File: config.mk
export PLATFORM = sky130hd
export DESIGN_NAME = sb_commit
export DESIGN_NICKNAME = d
export VERILOG_FILES = /design/src/rtl/sb_pkg.sv /design/src/rtl/sb_fifo.sv /design/src/rtl/sb_own_ctrl.sv /design/src/rtl/sb_commit.sv
export SDC_FILE = /design/constraint.sdc
export NUM_CORES = 1
export LEC_CHECK = 0
export ABC_CLOCK_PERIOD_IN_PS = 6100
export BUFFER_PORTS_ARGS = -buffer_cell sky130_fd_sc_hd__clkbuf_2
export CORE_MARGIN = 1.5
export CORE_UTILIZATION = 50
export DETAILED_ROUTE_END_ITERATION = 12
export HOLD_SLACK_MARGIN = 0.05
export PLACE_DENSITY = 0.7
export SETUP_SLACK_MARGIN = 0.2
export SLEW_MARGIN = 40
export SYNTH_ARGS = -nofsm -noshare
export SYNTH_HDL_FRONTEND = slang
export SYNTH_HIERARCHICAL = 1
export SYNTH_SLANG_ARGS = --single-unit
File: constraint.sdc
create_clock -name clk_i -period 6.1 [get_ports clk_i]
set_input_delay 1.22 -clock clk_i [delete_from_list [all_inputs] [get_ports clk_i]]
set_output_delay 1.22 -clock clk_i [all_outputs]
set_load 0.01 [all_outputs]
File: src/rtl/sb_pkg.sv
package sb_pkg;

  typedef enum logic [1:0] {
    ST_I = 2'd0,
    ST_S = 2'd1,
    ST_E = 2'd2,
    ST_M = 2'd3
  } line_st_e;

  function automatic logic has_wr_perm(input logic [1:0] st);
    return (st == ST_E) || (st == ST_M);
  endfunction

endpackage

File: src/rtl/sb_fifo.sv
module sb_fifo #(
  parameter int DEPTH = 8,   // power of two
  parameter int AW    = 32,
  parameter int DW    = 64,
  parameter int LW    = 26,
  localparam int MW   = DW / 8
) (
  input  logic          clk_i,
  input  logic          rst_ni,
  input  logic          push_i,
  input  logic [AW-1:0] push_addr_i,
  input  logic [DW-1:0] push_data_i,
  input  logic [MW-1:0] push_mask_i,
  input  logic          pop_i,
  output logic          push_acc_o,
  output logic          full_o,
  output logic          head_vld_o,
  output logic [AW-1:0] head_addr_o,
  output logic [DW-1:0] head_data_o,
  output logic [MW-1:0] head_mask_o,
  output logic          nxt_vld_o,
  output logic [LW-1:0] nxt_line_o
);

  localparam int PW = $clog2(DEPTH);
  localparam int CW = PW + 1;

  logic [AW-1:0] addr_q [DEPTH];
  logic [DW-1:0] data_q [DEPTH];
  logic [MW-1:0] mask_q [DEPTH];
  logic [PW-1:0] wr_q, rd_q, rd_nx;
  logic [CW-1:0] cnt_q;
  logic          pop_acc;

  assign full_o     = (cnt_q == CW'(DEPTH));
  assign push_acc_o = push_i && !full_o;
  assign head_vld_o = (cnt_q != '0);
  assign nxt_vld_o  = (cnt_q > CW'(1));
  assign pop_acc    = pop_i && head_vld_o;
  assign rd_nx      = rd_q + PW'(1);

  assign head_addr_o = addr_q[rd_q];
  assign head_data_o = data_q[rd_q];
  assign head_mask_o = mask_q[rd_q];
  assign nxt_line_o  = addr_q[rd_nx][AW-1:AW-LW];

  for (genvar i = 0; i < DEPTH; i++) begin : g_ent
    always_ff @(posedge clk_i) begin
      if (push_acc_o && (wr_q == PW'(i))) begin
        addr_q[i] <= push_addr_i;
        data_q[i] <= push_data_i;
        mask_q[i] <= push_mask_i;
      end
    end
  end

  always_ff @(posedge clk_i or negedge rst_ni) begin
    if (!rst_ni) begin
      wr_q  <= '0;
      rd_q  <= '0;
      cnt_q <= '0;
    end else begin
      if (push_acc_o) wr_q <= wr_q + PW'(1);
      if (pop_acc)    rd_q <= rd_nx;
      case ({push_acc_o, pop_acc})
        2'b10:   cnt_q <= cnt_q + CW'(1);
        2'b01:   cnt_q <= cnt_q - CW'(1);
        default: cnt_q <= cnt_q;
      endcase
    end
  end


  cnt_bound_chk: assert property (@(posedge clk_i) disable iff (!rst_ni)
    cnt_q <= CW'(DEPTH));


  full_drop_chk: assert property (@(posedge clk_i) disable iff (!rst_ni)
    full_o && push_i && !pop_i |=> full_o && $stable(wr_q));


  pop_step_chk: assert property (@(posedge clk_i) disable iff (!rst_ni)
    pop_acc && !push_acc_o |=> cnt_q == $past(cnt_q) - CW'(1));

endmodule

File: src/rtl/sb_own_ctrl.sv
module sb_own_ctrl #(
  parameter int LW     = 26,
  parameter int CNT_W  = 2,
  parameter int PF_OFF = 2
) (
  input  logic          clk_i,
  input  logic          rst_ni,
  input  logic          head_vld_i,
  input  logic [LW-1:0] head_line_i,
  input  logic          head_own_i,
  input  logic          nxt_vld_i,
  input  logic [LW-1:0] nxt_line_i,
  input  logic          nxt_own_i,
  input  logic          commit_i,
  input  logic          own_gnt_i,
  input  logic          inv_vld_i,
  input  logic [LW-1:0] inv_line_i,
  output logic          own_req_o,
  output logic [LW-1:0] own_line_o
);

  localparam logic [CNT_W-1:0] CNT_MAX = '1;

  logic             busy_q, req_pf_q, pf_live_q;
  logic [LW-1:0]    req_line_q, pf_line_q;
  logic [CNT_W-1:0] lost_q;
  logic             pf_en, need_dem, need_pf, issue, pf_used, pf_lost;

  assign pf_en    = (lost_q < CNT_W'(PF_OFF));
  assign need_dem = head_vld_i && !head_own_i;
  assign need_pf  = pf_en && nxt_vld_i && !nxt_own_i && (nxt_line_i != head_line_i);
  assign issue    = !busy_q && (need_dem || need_pf);

  // commit in the same cycle as a snoop counts as a use
  assign pf_used  = commit_i && pf_live_q && (head_line_i == pf_line_q);
  assign pf_lost  = inv_vld_i && pf_live_q && (inv_line_i == pf_line_q) && !pf_used;

  assign own_req_o  = busy_q;
  assign own_line_o = req_line_q;

  always_ff @(posedge clk_i or negedge rst_ni) begin
    if (!rst_ni) begin
      busy_q     <= 1'b0;
      req_pf_q   <= 1'b0;
      req_line_q <= '0;
    end else if (issue) begin
      busy_q     <= 1'b1;
      req_pf_q   <= !need_dem;
      req_line_q <= need_dem ? head_line_i : nxt_line_i;
    end else if (own_gnt_i) begin
      busy_q     <= 1'b0;
    end
  end

  always_ff @(posedge clk_i or negedge rst_ni) begin
    if (!rst_ni) begin
      pf_live_q <= 1'b0;
      pf_line_q <= '0;
    end else if (own_gnt_i && req_pf_q) begin
      pf_live_q <= 1'b1;
      pf_line_q <= req_line_q;
    end else if (pf_used || pf_lost) begin
      pf_live_q <= 1'b0;
    end
  end

  always_ff @(posedge clk_i or negedge rst_ni) begin
    if (!rst_ni) lost_q <= '0;
    else if (pf_lost && (lost_q != CNT_MAX)) lost_q <= lost_q + CNT_W'(1);
  end


  req_hold_chk: assert property (@(posedge clk_i) disable iff (!rst_ni)
    own_req_o && !own_gnt_i |=> own_req_o && $stable(own_line_o));


  gnt_only_req_chk: assert property (@(posedge clk_i) disable iff (!rst_ni)
    own_gnt_i |-> own_req_o);


  no_b2b_req_chk: assert property (@(posedge clk_i) disable iff (!rst_ni)
    own_gnt_i |=> !own_req_o);


  lost_mono_chk: assert property (@(posedge clk_i) disable iff (!rst_ni)
    1'b1 |=> lost_q >= $past(lost_q));


  pf_gate_chk: assert property (@(posedge clk_i) disable iff (!rst_ni)
    $rose(own_req_o) && req_pf_q |-> $past(lost_q) < CNT_W'(PF_OFF));

endmodule

File: src/rtl/sb_commit.sv
module sb_commit
  import sb_pkg::*;
#(
  parameter int DEPTH = 8,
  parameter int AW    = 32,
  parameter int DW    = 64,
  parameter int OFF_W = 6,
  localparam int LW   = AW - OFF_W,
  localparam int MW   = DW / 8
) (
  input  logic          clk_i,
  input  logic          rst_ni,
  input  logic          st_vld_i,
  input  logic [AW-1:0] st_addr_i,
  input  logic [DW-1:0] st_data_i,
  input  logic [MW-1:0] st_mask_i,
  output logic          st_full_o,
  output logic [AW-1:0] l1_addr_o,
  input  logic [1:0]    l1_state_i,
  input  logic          l1_rdy_i,
  output logic          l1_wr_o,
  output logic [DW-1:0] l1_wr_data_o,
  output logic [MW-1:0] l1_wr_mask_o,
  output logic [1:0]    l1_wr_state_o,
  output logic [LW-1:0] pf_line_o,
  input  logic [1:0]    pf_state_i,
  output logic          own_req_o,
  output logic [LW-1:0] own_line_o,
  input  logic          own_gnt_i,
  input  logic          inv_vld_i,
  input  logic [LW-1:0] inv_line_i
);

  logic          push_acc, head_vld, nxt_vld, head_own, commit;
  logic [LW-1:0] head_line;

  sb_fifo #(
    .DEPTH (DEPTH),
    .AW    (AW),
    .DW    (DW),
    .LW    (LW)
  ) u_fifo (
    .clk_i       (clk_i),
    .rst_ni      (rst_ni),
    .push_i      (st_vld_i),
    .push_addr_i (st_addr_i),
    .push_data_i (st_data_i),
    .push_mask_i (st_mask_i),
    .pop_i       (commit),
    .push_acc_o  (push_acc),
    .full_o      (st_full_o),
    .head_vld_o  (head_vld),
    .head_addr_o (l1_addr_o),
    .head_data_o (l1_wr_data_o),
    .head_mask_o (l1_wr_mask_o),
    .nxt_vld_o   (nxt_vld),
    .nxt_line_o  (pf_line_o)
  );

  assign head_line     = l1_addr_o[AW-1:OFF_W];
  assign head_own      = has_wr_perm(l1_state_i);
  assign commit        = head_vld && head_own && l1_rdy_i;
  assign l1_wr_o       = commit;
  assign l1_wr_state_o = ST_M;

  sb_own_ctrl #(
    .LW (LW)
  ) u_own (
    .clk_i       (clk_i),
    .rst_ni      (rst_ni),
    .head_vld_i  (head_vld),
    .head_line_i (head_line),
    .head_own_i  (head_own),
    .nxt_vld_i   (nxt_vld),
    .nxt_line_i  (pf_line_o),
    .nxt_own_i   (has_wr_perm(pf_state_i)),
    .commit_i    (commit),
    .own_gnt_i   (own_gnt_i),
    .inv_vld_i   (inv_vld_i),
    .inv_line_i  (inv_line_i),
    .own_req_o   (own_req_o),
    .own_line_o  (own_line_o)
  );


  inv_no_touch_chk: assert property (@(posedge clk_i) disable iff (!rst_ni)
    inv_vld_i && !push_acc && !l1_wr_o |=>
      $stable(l1_addr_o) && $stable(l1_wr_data_o) && $stable(st_full_o));

endmodule

; After elaboration in Yosys (flattened, before gate mapping)
; Memories as Yosys holds them, arrays and structs flattened.
; Index checks and enable logic that the tools add are counted.
[classes]
mux = 85
n_shift = 0
eq_ne = 18
div = 0
n_reduce_logical = 60
multipliers = 0
bitwise_logic = 0
add_sub_neg = 5
n_lt_le_gt_ge = 2
[ops]
columns = cell, n
row1 = two-way mux 64 bit, 7
row2 = OR reduction 64 bit, 7
row3 = two-way mux 32 bit, 7
row4 = OR reduction 32 bit, 7
row5 = two-way mux 3 bit, 21
row6 = two-way mux 8 bit, 7
row7 = OR reduction 8 bit, 7
row8 = equality test 26 bit, 2
row9 = two-way mux 1 bit, 41
row10 = two-way mux 26 bit, 1
row11 = != test 26 bit, 1
row12 = logical AND 1 bit, 24
row13 = "equality test 3 bit, second input constant", 4
row14 = "equality test 2 bit, second input constant", 5
row15 = case mux 4 bit (2 select lines), 1
row16 = "adder 3 x 1 -> 3 bit, second input constant", 2
row17 = "equality test 3 x 2 -> 1 bit, second input constant", 2
row18 = zero test 1 bit, 6
row19 = nonzero test 2 bit, 3
row20 = "adder 4 x 1 -> 4 bit, second input constant", 1
row21 = "equality test 4 bit, second input constant", 1
row22 = "greater-than comparator 4 x 1 -> 1 bit, second input constant", 1
row23 = logical OR 1 bit, 4
row24 = nonzero test 4 bit, 1
row25 = 7 further kinds, 7
[totals]
mem_bits_rw = 832
register_bits = 67
latch_bits = 0
rom_bits = 0
in_bits = 140
mem_count = 3
word_cells = 182
out_inout_bits = 161
[mem_list]
columns = name, words, word_bits, rd, rd_clocked_by_memory_dff, wr, line
row1 = u_fifo.data_q, 8, 64, 1, 0, 1, sb_fifo.sv:29  ; logic [DW-1:0] data_q [DEPTH];
row2 = u_fifo.addr_q, 8, 32, 2, 0, 1, sb_fifo.sv:28  ; logic [AW-1:0] addr_q [DEPTH];
row3 = u_fifo.mask_q, 8, 8, 1, 0, 1, sb_fifo.sv:30  ; logic [MW-1:0] mask_q [DEPTH];

; Depth between registers and ports, before layout
; Gate-level depths: netlist of run 1.
[depth]
word_depth = 14
ltp_mapped = 12
depth_no_buf = 10

; Modules after synthesis
; Netlist of run 1, hierarchy kept.
[modules_own_cells]
columns = mod, cells_each, area_per_inst_um2, instances
row1 = sb_fifo, 1539, 33761.1, 1
row2 = sb_own_ctrl, 284, 3470.8, 1
row3 = sb_commit, 6, 32.5, 1

; Worst setup path before layout of run 1
; Ideal clock, no wire load.
[synth_timing]
path_kind = input-to-reg
startpoint = in st_vld_i
endpoint = mem u_fifo.addr_q[4][0], enable pin
n_path_buf = 0
slack_ns = 1.755
cell_stages = 3
t_arrival_ns = 3.870
setup_time_ns = 0.475
path_cell_list = nand2_1 > clkinv_1 > and3_1
[synth_via]
elab_chain_len = 12
word_cells_on_any_way = 46
cone_classes = mux (30) / reduce/logical (16)
[synth_lines]
columns = element, line
row1 = start: declaration, sb_commit.sv:13  ; input logic st_vld_i,
row2 = logical AND 1 bit (*), sb_fifo.sv:36  ; assign push_acc_o = push_i && !full_o;
row3 = net push_acc, sb_commit.sv:34  ; logic push_acc, head_vld, nxt_vld, head_own, commit;
row4 = logical AND 1 bit, sb_fifo.sv:49  ; if (push_acc_o && (wr_q == PW'(i))) begin
row5 = two-way mux 1 bit, sb_fifo.sv:49
row6 = two-way mux 1 bit (implied by the code), sb_fifo.sv:50  ; addr_q[i] <= push_addr_i;
row7 = OR reduction 32 bit (no source line), --
row8 = two-way mux 3 bit (no source line) / two-way mux 1 bit (equally long branches) (7 in a row), --
row9 = end: declaration, sb_fifo.sv:28
; Mark *: on every way through the listed nets, which the timed path passes. The rest lies on a longest branch.

; Worst setup path in the final report of run 1
[layout_timing]
startpoint = reg u_fifo.rd_q[0]
endpoint = out pf_line_o[2]
[layout_via]
elab_chain_len = 2
[layout_lines]
columns = element, line
row1 = start: declaration, sb_fifo.sv:31  ; logic [PW-1:0] wr_q, rd_q, rd_nx;
row2 = start signal: assignment, sb_fifo.sv:64  ; if (pop_acc) rd_q <= rd_nx;
row3 = adder 3 x 1 -> 3 bit, sb_fifo.sv:40  ; assign rd_nx = rd_q + PW'(1);
row4 = net u_fifo.rd_nx[1], sb_fifo.sv:31
row5 = memory read (8 x 32 bit), --
row6 = end: declaration, sb_commit.sv:25  ; output logic [LW-1:0] pf_line_o,
; The timed path passes the listed nets, and every way through them passes these cells.

==> results of run 1 <==
## placed cells by master, fill, tap and decap left out, types with 4 or more instances in the layout
master      netlist  layout
and3_4            0       8
mux4_2          208     208
clkinv_1          1      23
nand2_1           8       7
nor4_1           33      24
nor4_2            0       9
buf_12            0      21
nor2b_1          55      54
buf_16            0       4
mux2_2          184     184
mux2i_1          53      53
ha_1             12      11
xor2_1           18      17
buf_6             5       4
a2111oi_0        52      52
clkbuf_16         0      93
clkbuf_2          0     295
buf_4            11      20
and3_1           61      53
edfxtp_1        832     832
xnor2_1          72      71
clkbuf_1         37      17
inv_1             9       9
nand4b_1          4       4
or4_1             4       4
clkinv_2          0      13
nand3_1           5       5
bufinv_16         0      14
dfrtp_1          67      64
clkinv_8          0       4
clkinvlp_4        0       5
nand4_1          18      18
a21oi_1           4       4
## power groups by stage
stage / Clock [mW] / Combinational, mW / Sequential, mW
after floorplan: 0 / 6.54 / 8.34
after global placement: 0 / 9.66 / 8.40
after detailed placement: 0 / 9.99 / 8.48
after CTS: 5.80 / 10.0 / 8.35
after global routing: 6.04 / 10.6 / 8.44
final: 5.68 / 9.94 / 8.35
## registers in the layout, summed over array words and instances, names as in the netlist
name,count
u_own/pf_line_q,26
u_fifo/rd_q,3
u_fifo/addr_q,256
u_own/pf_live_q,1
u_fifo/mask_q,64
u_fifo/wr_q,3
u_fifo/cnt_q,4
u_own/own_line_o,26
u_fifo/data_q,512
u_own/lost_q,2
u_own/req_pf_q,1
u_own/own_req_o,1
## cells in the mapped netlist, types with 5 or more instances
library cell / instances
edfxtp_1: 832
mux4_2: 208
mux2_2: 184
xnor2_1: 72
dfrtp_1: 67
and3_1: 61
nor2b_1: 55
mux2i_1: 53
a2111oi_0: 52
buf_2: 40
clkbuf_1: 37
nor4_1: 33
nand4_1: 18
xor2_1: 18
buf_1: 13
ha_1: 12
buf_4: 11
inv_1: 9
nand2_1: 8
buf_6: 5
nand3_1: 5
## per-layer routing
layer,vias up,share of wire
met5,-,0.0016
met2,617,0.50
li1,8265,-
met4,18,0.027
met1,9917,0.41
met3,167,0.069
## worst min path at each step
stage / start / slack [ps] / cells after the start / to
floorplan: u_own/lost_q[0]$_DFFE_PN0P_ / 450 / 1 / u_own/lost_q[0]$_DFFE_PN0P_
global placement: u_own/lost_q[0]$_DFFE_PN0P_ / 460 / 1 / u_own/lost_q[0]$_DFFE_PN0P_
finish: u_own/lost_q[0]$_DFFE_PN0P_ / 490 / 1 / u_own/lost_q[0]$_DFFE_PN0P_
CTS: u_own/lost_q[0]$_DFFE_PN0P_ / 480 / 1 / u_own/lost_q[0]$_DFFE_PN0P_
detailed placement: u_own/lost_q[0]$_DFFE_PN0P_ / 470 / 1 / u_own/lost_q[0]$_DFFE_PN0P_
global route: u_own/lost_q[0]$_DFFE_PN0P_ / 530 / 1 / u_own/lost_q[0]$_DFFE_PN0P_
## cell type report
class / instances / area, sq um / share of cell area
multi-input cells: 814 / 10200 / 0.235
clock buffers: 112 / 2420 / 0.0557
clock inverters: 58 / 671 / 0.0155
well taps: 959 / 1200 / 0.0277
inverters: 10 / 37.5 / 0.000865
diodes: 2 / 5.00 / 0.000115
repair buffers: 345 / 2210 / 0.0509
flip-flops and latches: 899 / 26700 / 0.615
## kinds of logic (layout without fill, tap and decap cells)
family | count (synthesis) | after routing
compound gates | 65 | 65
xor+xnor | 90 | 90
fa+ha+maj | 12 | 12
buf+inv | 117 | 525
flops | 899 | 899
mux | 445 | 445
other cells | 1 | 4
simple gates | 200 | 200
## worst reg2reg max path, cell delays in order, from the launching register on
cell       delay [ps]
dfrtp_4           650
ha_4              290
xnor2_4           560
buf_4             460
a2111oi_0         140
nor4_1            700
xnor2_1           190
nand4_1           180
nor4_1            510
a21oi_2           110
buf_4             280
mux2_2            320
## metrics by stage
stage / setup slack, ps / instances / util / instance area (sq um) / hold slack (ps)
2_1_floorplan: 1750 / 1830 / - / 37300 / 448
3_3_place_gp: 1120 / 3011 / 0.544 / 39900 / 461
3_5_place_dp: 1610 / 3026 / 0.549 / 40300 / 470
4_1_cts: 1020 / 3196 / 0.591 / 43400 / 481
5_1_grt: 785 / 3198 / 0.592 / 43400 / 526
6_report: 1100 / 3199 / 0.592 / 43400 / 487
==> flow_summary.json, run 1 <==
{
  "outcome": "complete, no violations",
  "endpoint_kind": "output pin",
  "power_frac_clock": 0.237,
  "cts_tree": "built",
  "startpoint": "u_fifo/rd_q[0]$_DFFE_PN0P_",
  "period_minus_slack_ps": 5000,
  "clkTransAtPathRegs_ps": 60,
  "synthArstFlopShare": 0.0745,
  "netlist_instances": 1829,
  "track_usage": 0.220,
  "use_met3": 0.0527,
  "hold_buffers": 0,
  "h-tree-depth": 3,
  "worst-path-buf-inv": 3,
  "die_w_um": 276,
  "synth_compound_area_frac": 0.0146,
  "start_kind": "register",
  "drive_gt1_frac": 0.401,
  "grt_busiest_layer": "met2",
  "clockRootBuffer": "clkbuf_16",
  "critical_path_peak_fanout": 45,
  "r2r_end": "u_own/own_line_o[21]$_DFFE_PN0P_",
  "grt_max_degree": 102,
  "ant_nets": 0,
  "hold_path.class": "reg2reg",
  "drt-pass1-iter-count": 5,
  "fin_skew_ps": 29.2,
  "ys_seq_elements": 899,
  "p_switching_mw": 8.25,
  "hold_violations": 0,
  "use_met2": 0.365,
  "synth_seq_area_share": 0.715,
  "core_sq_um": 73300,
  "tns_ps": 0,
  "die_h_um": 276,
  "crit_arrival_ps": 3780,
  "numCtsBuffers": 91,
  "ios": 301,
  "p_seq_frac": 0.348,
  "nFillCells": 5321,
  "routed_wl_um": 83000,
  "p_leak_nw": 14.8,
  "synth_fa_ha_area_frac": 0.00403,
  "setup_viol": 0,
  "slew_headroom": 0.446,
  "timing.final.crit_share": 0.820,
  "ir_drop_mv": 0.365,
  "vias": 19000,
  "syn_area_sq_um": 37300,
  "die_area_sq_um": 76200,
  "endpoint": "pf_line_o[2]",
  "p_int_mw": 15.7,
  "crit_path_max_incr_delay_ps": 690,
  "cp_cell_sequence": "ha_4, buf_12, buf_4, mux2i_1, and3_1, nor4_2, clkbuf_2",
  "reg2regPathDepth": 11,
  "clock_path_buffers": 3,
  "cp.depth": 7,
  "worstSetupPathType": "reg2out",
  "drt-initial-drc-count": 1248,
  "synth_top_area_frac": 0.670,
  "pwr-share-comb": 0.415,
  "clock_latency_ps": 630,
  "synth_xor_area_frac": 0.0212,
  "switching_share": 0.344,
  "pwr_density_cell_nw_per_um2": 553,
  "initial_utilization": 0.508,
  "r2r_setup_slack_ps": 1590,
  "total_power_mw": 24.0,
  "grt_pass1_wl_um": 126000,
  "cts.sinks": 899,
  "synthMuxAreaShare": 0.196,
  "synthTopCellsByArea": "edfxtp_1 (67%), mux4_2 (13%), mux2_2 (5.6%)",
  "drv_cap": 0,
  "gp_congestion": 0.935,
  "io_buffers": 296,
  "grt_overflow": 0,
  "num_rows": 99,
  "nNetsFinal": 2313,
  "crit-reg2reg-launch": "u_fifo/rd_q[0]$_DFFE_PN0P_",
  "drc": 0,
  "worst_slew_pin_slew_ps": 824,
  "post_cts_buffers": 0,
  "max_freq_mhz": 200,
  "synth_edf_count": 832,
  "via_per_inst": 5.93,
  "crit_required_ps": 4880,
  "finalMaxSlewViolations": 0,
  "synth_cell_types": 42,
  "synth_ff_type": "edfxtp_1",
  "use_met1": 0.288,
  "wl_per_cell_um": 25.9,
  "synth-simple-area-share": 0.0336,
  "grt_antenna_before_repair": 12,
  "dp_hpwl_um": 49800,
  "synth_area_per_cell_sq_um": 20.4,
  "rsz0062_at_grt": "no",
  "crit_slowest_cell": "ha_4",
  "yosys_warnings": 6,
  "yosysTopAreaCell": "edfxtp_1",
  "first_global_vias": 20200,
  "syn2layout_area_growth_pct": 16.4,
  "synth_top_family_by_area": "multiplexers",
  "post_cts_resized": 0,
  "critPathTopFamily": "buffers and inverters"
}
(Power assumes the default switching activity.)
==> run 2, diff against run 1 <==
Settings changed: ABC_CLOCK_PERIOD_IN_PS 6100 to 4150, PLACE_DENSITY 0.7 to 0.73.
Clock period 6.1 ns to 4.15 ns, I/O delays scaled along.
==> run 2 against run 1 <==
  * Clock skew decreased by 1.8 ps
  * Combinational power grew 54%
  * Die area is the same
  * Design area about the same
  * Setup slack lost 820 ps
  * Worst hold slack got worse by 300 ps
  * Clock power is 40% higher
  * Wire length rose by 0.30%
  * Total power grew 47%
  * Critical path type unchanged
  * Critical endpoint is now pf_line_o[6]
  * Largest power group unchanged
  * Highest routed layer unchanged
==> flow_summary.json, run 2 (synthesis gave the netlist of run 1 again) <==
{
  "setup_viol": 0,
  "critPathTopFamily": "buffers and inverters",
  "crit_path_frequent_cell": "buf_4",
  "utilization": 0.592,
  "max_freq_mhz": 259,
  "use_met1": 0.286,
  "drc": 0,
  "nNetsFinal": 2336,
  "numCtsBuffers": 91,
  "slew_headroom": 0.435,
  "nFillCells": 5247,
  "crit_slowest_cell": "dfrtp_4",
  "ir_drop_mv": 0.536,
  "wl_per_cell_um": 25.9,
  "drt-pass1-iter-count": 5,
  "via_per_inst": 5.93,
  "grt_pass1_wl_um": 126000,
  "routed_wl_um": 83300,
  "track_usage": 0.219,
  "endpoint_kind": "output pin",
  "core_sq_um": 73300,
  "die_w_um": 276,
  "largest_registers": "u_fifo/data_q x512, u_fifo/addr_q x256, u_fifo/mask_q x64",
  "drt-initial-drc-count": 1358,
  "ios": 301,
  "first_global_vias": 20200,
  "worst_slew_pin_slew_ps": 848,
  "cp_cell_sequence": "ha_4, xor2_4, buf_4, a2111oi_0, nor4_1, buf_4, clkbuf_2",
  "crit_required_ps": 3320,
  "use_met2": 0.366,
  "hold_violations": 0,
  "final_common_cell": "edfxtp_1",
  "most-common-layout-cells": "edfxtp_1 (832), clkbuf_2 (295), mux4_2 (208)",
  "clock_latency_ps": 630,
  "use_met3": 0.0525,
  "clock_path_buffers": 3,
  "finish.instance_area_sq_um": 43400,
  "ant_nets": 0,
  "grt_max_degree": 105,
  "start_kind": "register",
  "dp_hpwl_um": 47900,
  "largest_reg_flops": 512,
  "timing.final.crit_share": 0.932,
  "io_buffers": 296,
  "period_minus_slack_ps": 3870,
  "crit_path_max_incr_delay_ps": 570,
  "grt_busiest_layer": "met2",
  "fin_skew_ps": 27.5,
  "h-tree-depth": 3,
  "clkTransAtPathRegs_ps": 60,
  "hold_path.class": "in2async",
  "outcome": "complete, no violations",
  "multiInputGateArea_sq_um": 10100,
  "rsz0062_at_grt": "no",
  "syn2layout_area_growth_pct": 16.4,
  "gp_congestion": 0.877,
  "hold_ws_ps": 190,
  "clockRootBuffer": "clkbuf_16",
  "pwr_density_cell_nw_per_um2": 815,
  "stdcell_count": 3218,
  "placed_cell_area_sq_um": 40300,
  "die_area_sq_um": 76200,
  "crit_arrival_ps": 3040,
  "grt_overflow": 0,
  "grt_antenna_before_repair": 12,
  "critical_path_peak_fanout": 13,
  "worstSetupPathType": "reg2out",
  "drive_gt1_frac": 0.404,
  "num_rows": 99,
  "cts_tree": "built",
  "largest-register": "u_fifo/data_q",
  "p_leak_nw": 14.8,
  "seq_area_sq_um": 26700,
  "cts.sinks": 899,
  "finalMaxSlewViolations": 0,
  "die_h_um": 276,
  "drv_cap": 0,
  "tns_ps": 0,
  "worst-path-buf-inv": 3,
  "vias": 19100,
  "dp.cells": 3039,
  "initial_utilization": 0.508
}
[run 2: changes by cell type in the layout (fill, tap and decap cells not counted), moves of 2 or more]
cell,before,now
buf_4,20,40
bufbuf_16,0,2
bufinv_16,14,9
clkbuf_16,93,91
clkbuf_8,2,0
clkinv_1,23,21
diode_2,2,5
inv_6,0,3
nor4_1,24,29
nor4_2,9,4
[run 2: area by class of cell]
| type | instances | area share |
|---|---|---|
| clock buffer | 109 | 0.0540 |
| timing repair buffer | 368 | 0.0563 |
| antenna | 5 | 0.000288 |
| sequential | 899 | 0.615 |
| multi-input combinational | 814 | 0.234 |
| tap | 959 | 0.0277 |
| clock inverter | 54 | 0.0124 |
| inverter | 10 | 0.000865 |
[run 2: what timing repair did]
item                       4_1_cts  5_1_grt
cloned                           3        0
setup endpoints to repair       63       77
hold buffers                     0        0
hold endpoints to repair         0        0
pin swaps                        1        0
gates resized for setup          9        5
setup buffers                    4        4
[run 2: stage by stage]
step / setup WS, ps / total power, mW
2_1_floorplan: 347 / 21.8
3_3_place_gp: 272 / 27.0
3_5_place_dp: 279 / 27.3
4_1_cts: 143 / 35.6
5_1_grt: 165 / 37.0
6_report: 283 / 35.3
[run 2: final timing paths]
path | cells after the start | end | slack (ps) | startpoint
setup / recovery | 7 | pf_line_o[6] | 280 | u_fifo/rd_q[1]$_DFFE_PN0P_
max in group asynchronous | 2 | u_own/own_line_o[25]$_DFFE_PN0P_ | 3160 | rst_ni
setup reg to reg | 13 | u_own/own_line_o[25]$_DFFE_PN0P_ | 460 | u_fifo/rd_q[1]$_DFFE_PN0P_
hold reg to reg | 1 | u_own/lost_q[0]$_DFFE_PN0P_ | 480 | u_own/lost_q[0]$_DFFE_PN0P_
hold / removal | 1 | u_own/pf_line_q[10]$_DFFE_PN0P_ | 190 | rst_ni
min in group clk_i | 1 | u_fifo/addr_q[3][10]$_DFFE_PP_ | 470 | st_addr_i[10]
[run 2: power by group]
part	total, mW	leakage (nW)	switching [mW]	internal [mW]
Sequential	12.2	8.33	0.651	11.5
Combinational	15.3	5.07	8.21	7.05
Clock	7.93	1.40	3.34	4.59
Total	35.3	14.8	12.2	23.1
[run 2: layer usage]
layer  vias to the layer above  wire length, um
met1                      9948            33600
met5                         -              102
met4                        14             1830
met3                       133             6040
met2                       644            41700
li1                       8331                -
[run 2: worst reg2reg max path: cells and delay by family (launching register included)]
| family | cells | cell delay [ps] |
|---|---|---|
| buffers and inverters | 4 | 740 |
| AOI/OAI and AO/OA | 2 | 530 |
| muxes | 1 | 280 |
| xor gates and xnor gates | 1 | 230 |
| DFF | 1 | 570 |
| and+or+nand+nor | 4 | 760 |
| adders and majority gates | 1 | 430 |
==> run 3, diff against run 2 <==
Settings changed: CORE_ASPECT_RATIO from default to 2.
==> run 3 against run 2 <==
  * Non-clock buffer count is 3 higher
  * First-iteration DRC count is 18% lower
  * Maximum frequency is 0.68% higher
  * Total power is 1.2% lower
  * Critical path type is now reg2reg
  * Largest cell class unchanged
==> flow_summary.json, run 3 (synthesis gave the netlist of run 1 again) <==
{
  "setup_slack_ps": 309,
  "numCtsBuffers": 77,
  "drt-pass1-iter-count": 7,
  "grt_antenna_before_repair": 7,
  "hold_path.class": "in2async",
  "timing.final.crit_share": 0.926,
  "period_minus_slack_ps": 3840,
  "cts_tree": "built",
  "die_h_um": 389,
  "worst_slew_pin_slew_ps": 790,
  "wl_per_cell_um": 26.8,
  "grt_max_degree": 159,
  "r2r_end": "u_own/own_line_o[1]$_DFFE_PN0P_",
  "hold_ws_ps": 131,
  "pwr_density_cell_nw_per_um2": 813,
  "largest_reg_flops": 512,
  "slew_headroom": 0.473,
  "dp_hpwl_um": 50800,
  "outcome": "complete, no violations",
  "grt_pass1_wl_um": 126000,
  "initial_utilization": 0.505,
  "crit_required_ps": 4680,
  "grt_overflow": 0,
  "r2r_setup_slack_ps": 310,
  "first_global_vias": 20400,
  "critical_path_peak_fanout": 27,
  "routed_wl_um": 84900,
  "clockRootBuffer": "clkbuf_16",
  "die_area_sq_um": 76300,
  "drive_gt1_frac": 0.409,
  "drc": 0,
  "gp_congestion": 0.828,
  "drt-initial-drc-count": 1108,
  "die_w_um": 196,
  "largest_registers": "u_fifo/data_q x512, u_fifo/addr_q x256, u_fifo/mask_q x64",
  "crit_arrival_ps": 4370,
  "p_leak_nw": 14.6,
  "ios": 301,
  "fin_skew_ps": 26.3,
  "clock_latency_ps": 660,
  "startpoint": "u_fifo/rd_q[0]$_DFFE_PN0P_",
  "cts.sinks": 899,
  "dp_slack_ps": 230,
  "endpoint": "u_own/own_line_o[1]$_DFFE_PN0P_",
  "vias": 19100,
  "clkTransAtPathRegs_ps": 60,
  "io_buffers": 296,
  "reg2regPathDepth": 12,
  "tns_ps": 0,
  "ant_nets": 0,
  "nNetsFinal": 2325,
  "drv_cap": 0,
  "ir_drop_mv": 0.621,
  "clock_path_buffers": 3,
  "syn2layout_area_growth_pct": 15.2,
  "nFillCells": 5417,
  "final_common_cell": "edfxtp_1",
  "num_rows": 141,
  "start_kind": "register",
  "max_freq_mhz": 260,
  "finalMaxSlewViolations": 0,
  "most-common-layout-cells": "edfxtp_1 (832), clkbuf_2 (295), mux4_2 (208)",
  "rsz0062_at_grt": "yes",
  "track_usage": 0.225,
  "core_sq_um": 73700,
  "setup_viol": 0,
  "h-tree-depth": 3,
  "worstSetupPathType": "reg2reg",
  "crit-reg2reg-launch": "u_fifo/rd_q[0]$_DFFE_PN0P_",
  "endpoint_kind": "register",
  "largest-register": "u_fifo/data_q",
  "hold_violations": 0,
  "via_per_inst": 6.04
}
-- run 3: changes by cell type in the layout (fill, tap and decap cells not counted), moves of 5 or more --
cell and change:
clkbuf_1 -10, clkinv_1 -6, clkbuf_16 -8, nor4_1 -7
bufinv_16 -5, nor4_2 +7, buf_4 +8
-- run 3: how the worst min path moves through the flow --
stage | endpoint | cells past startpoint
after detailed placement | u_own/lost_q[0]$_DFFE_PN0P_ | 1
final | u_own/pf_line_q[7]$_DFFE_PN0P_ | 1
after floorplan | u_own/lost_q[0]$_DFFE_PN0P_ | 1
after global placement | u_own/lost_q[0]$_DFFE_PN0P_ | 1
after CTS | u_own/own_line_o[8]$_DFFE_PN0P_ | 1
after global routing | u_own/own_line_o[8]$_DFFE_PN0P_ | 1
-- run 3: area by class of cell --
| class | instances | area (sq um) | area share |
|---|---|---|---|
| inverter | 10 | 37.5 | 0.000874 |
| antenna | 2 | 5.00 | 0.000117 |
| clock inverter | 50 | 400 | 0.00932 |
| clock buffer | 90 | 2070 | 0.0482 |
| sequential | 899 | 26700 | 0.621 |
| tap | 929 | 1160 | 0.0271 |
| timing repair buffer | 371 | 2400 | 0.0559 |
| multi-input combinational | 814 | 10200 | 0.237 |
-- run 3: timing repair --
item                                    CTS  global route
gates cloned                              0             2
endpoints found under the setup margin   73            82
gates resized for setup                  16            15
pin swaps                                 0             2
hold buffers                              0             0
setup buffers                             0             4
-- run 3: through the flow --
step	std cells	util	power [mW]	cell area, sq um
floorplan	1830	-	21.8	37300
global placement	3017	0.546	27.2	40200
detailed placement	3017	0.546	27.7	40200
CTS	3157	0.580	34.9	42800
global route	3165	0.582	36.4	42900
finish	3165	0.582	34.9	42900
-- run 3: per-layer routing --
metal / global-route usage / part of all wire
met1: 0.262 / 0.37
met2: 0.392 / 0.52
met4: 0.105 / 0.044
met5: 0 / 0.00088
met3: 0.0525 / 0.061
-- run 3: power by group --
part	switching, mW	total [mW]	internal, mW
clock network	3.19	7.05	3.86
registers	0.641	12.1	11.5
logic	8.65	15.7	7.07
-- run 3: worst max-delay path, stage by stage, from the launching register on --
cell     delay (ps)
dfrtp_4         510
ha_4            400
buf_4           250
mux2i_1         100
and3_1          180
nor4_1          470
buf_4           220
xnor2_1         190
nand4_1         280
nor4_2          410
a21oi_2          90
buf_4           270
mux2_2          320
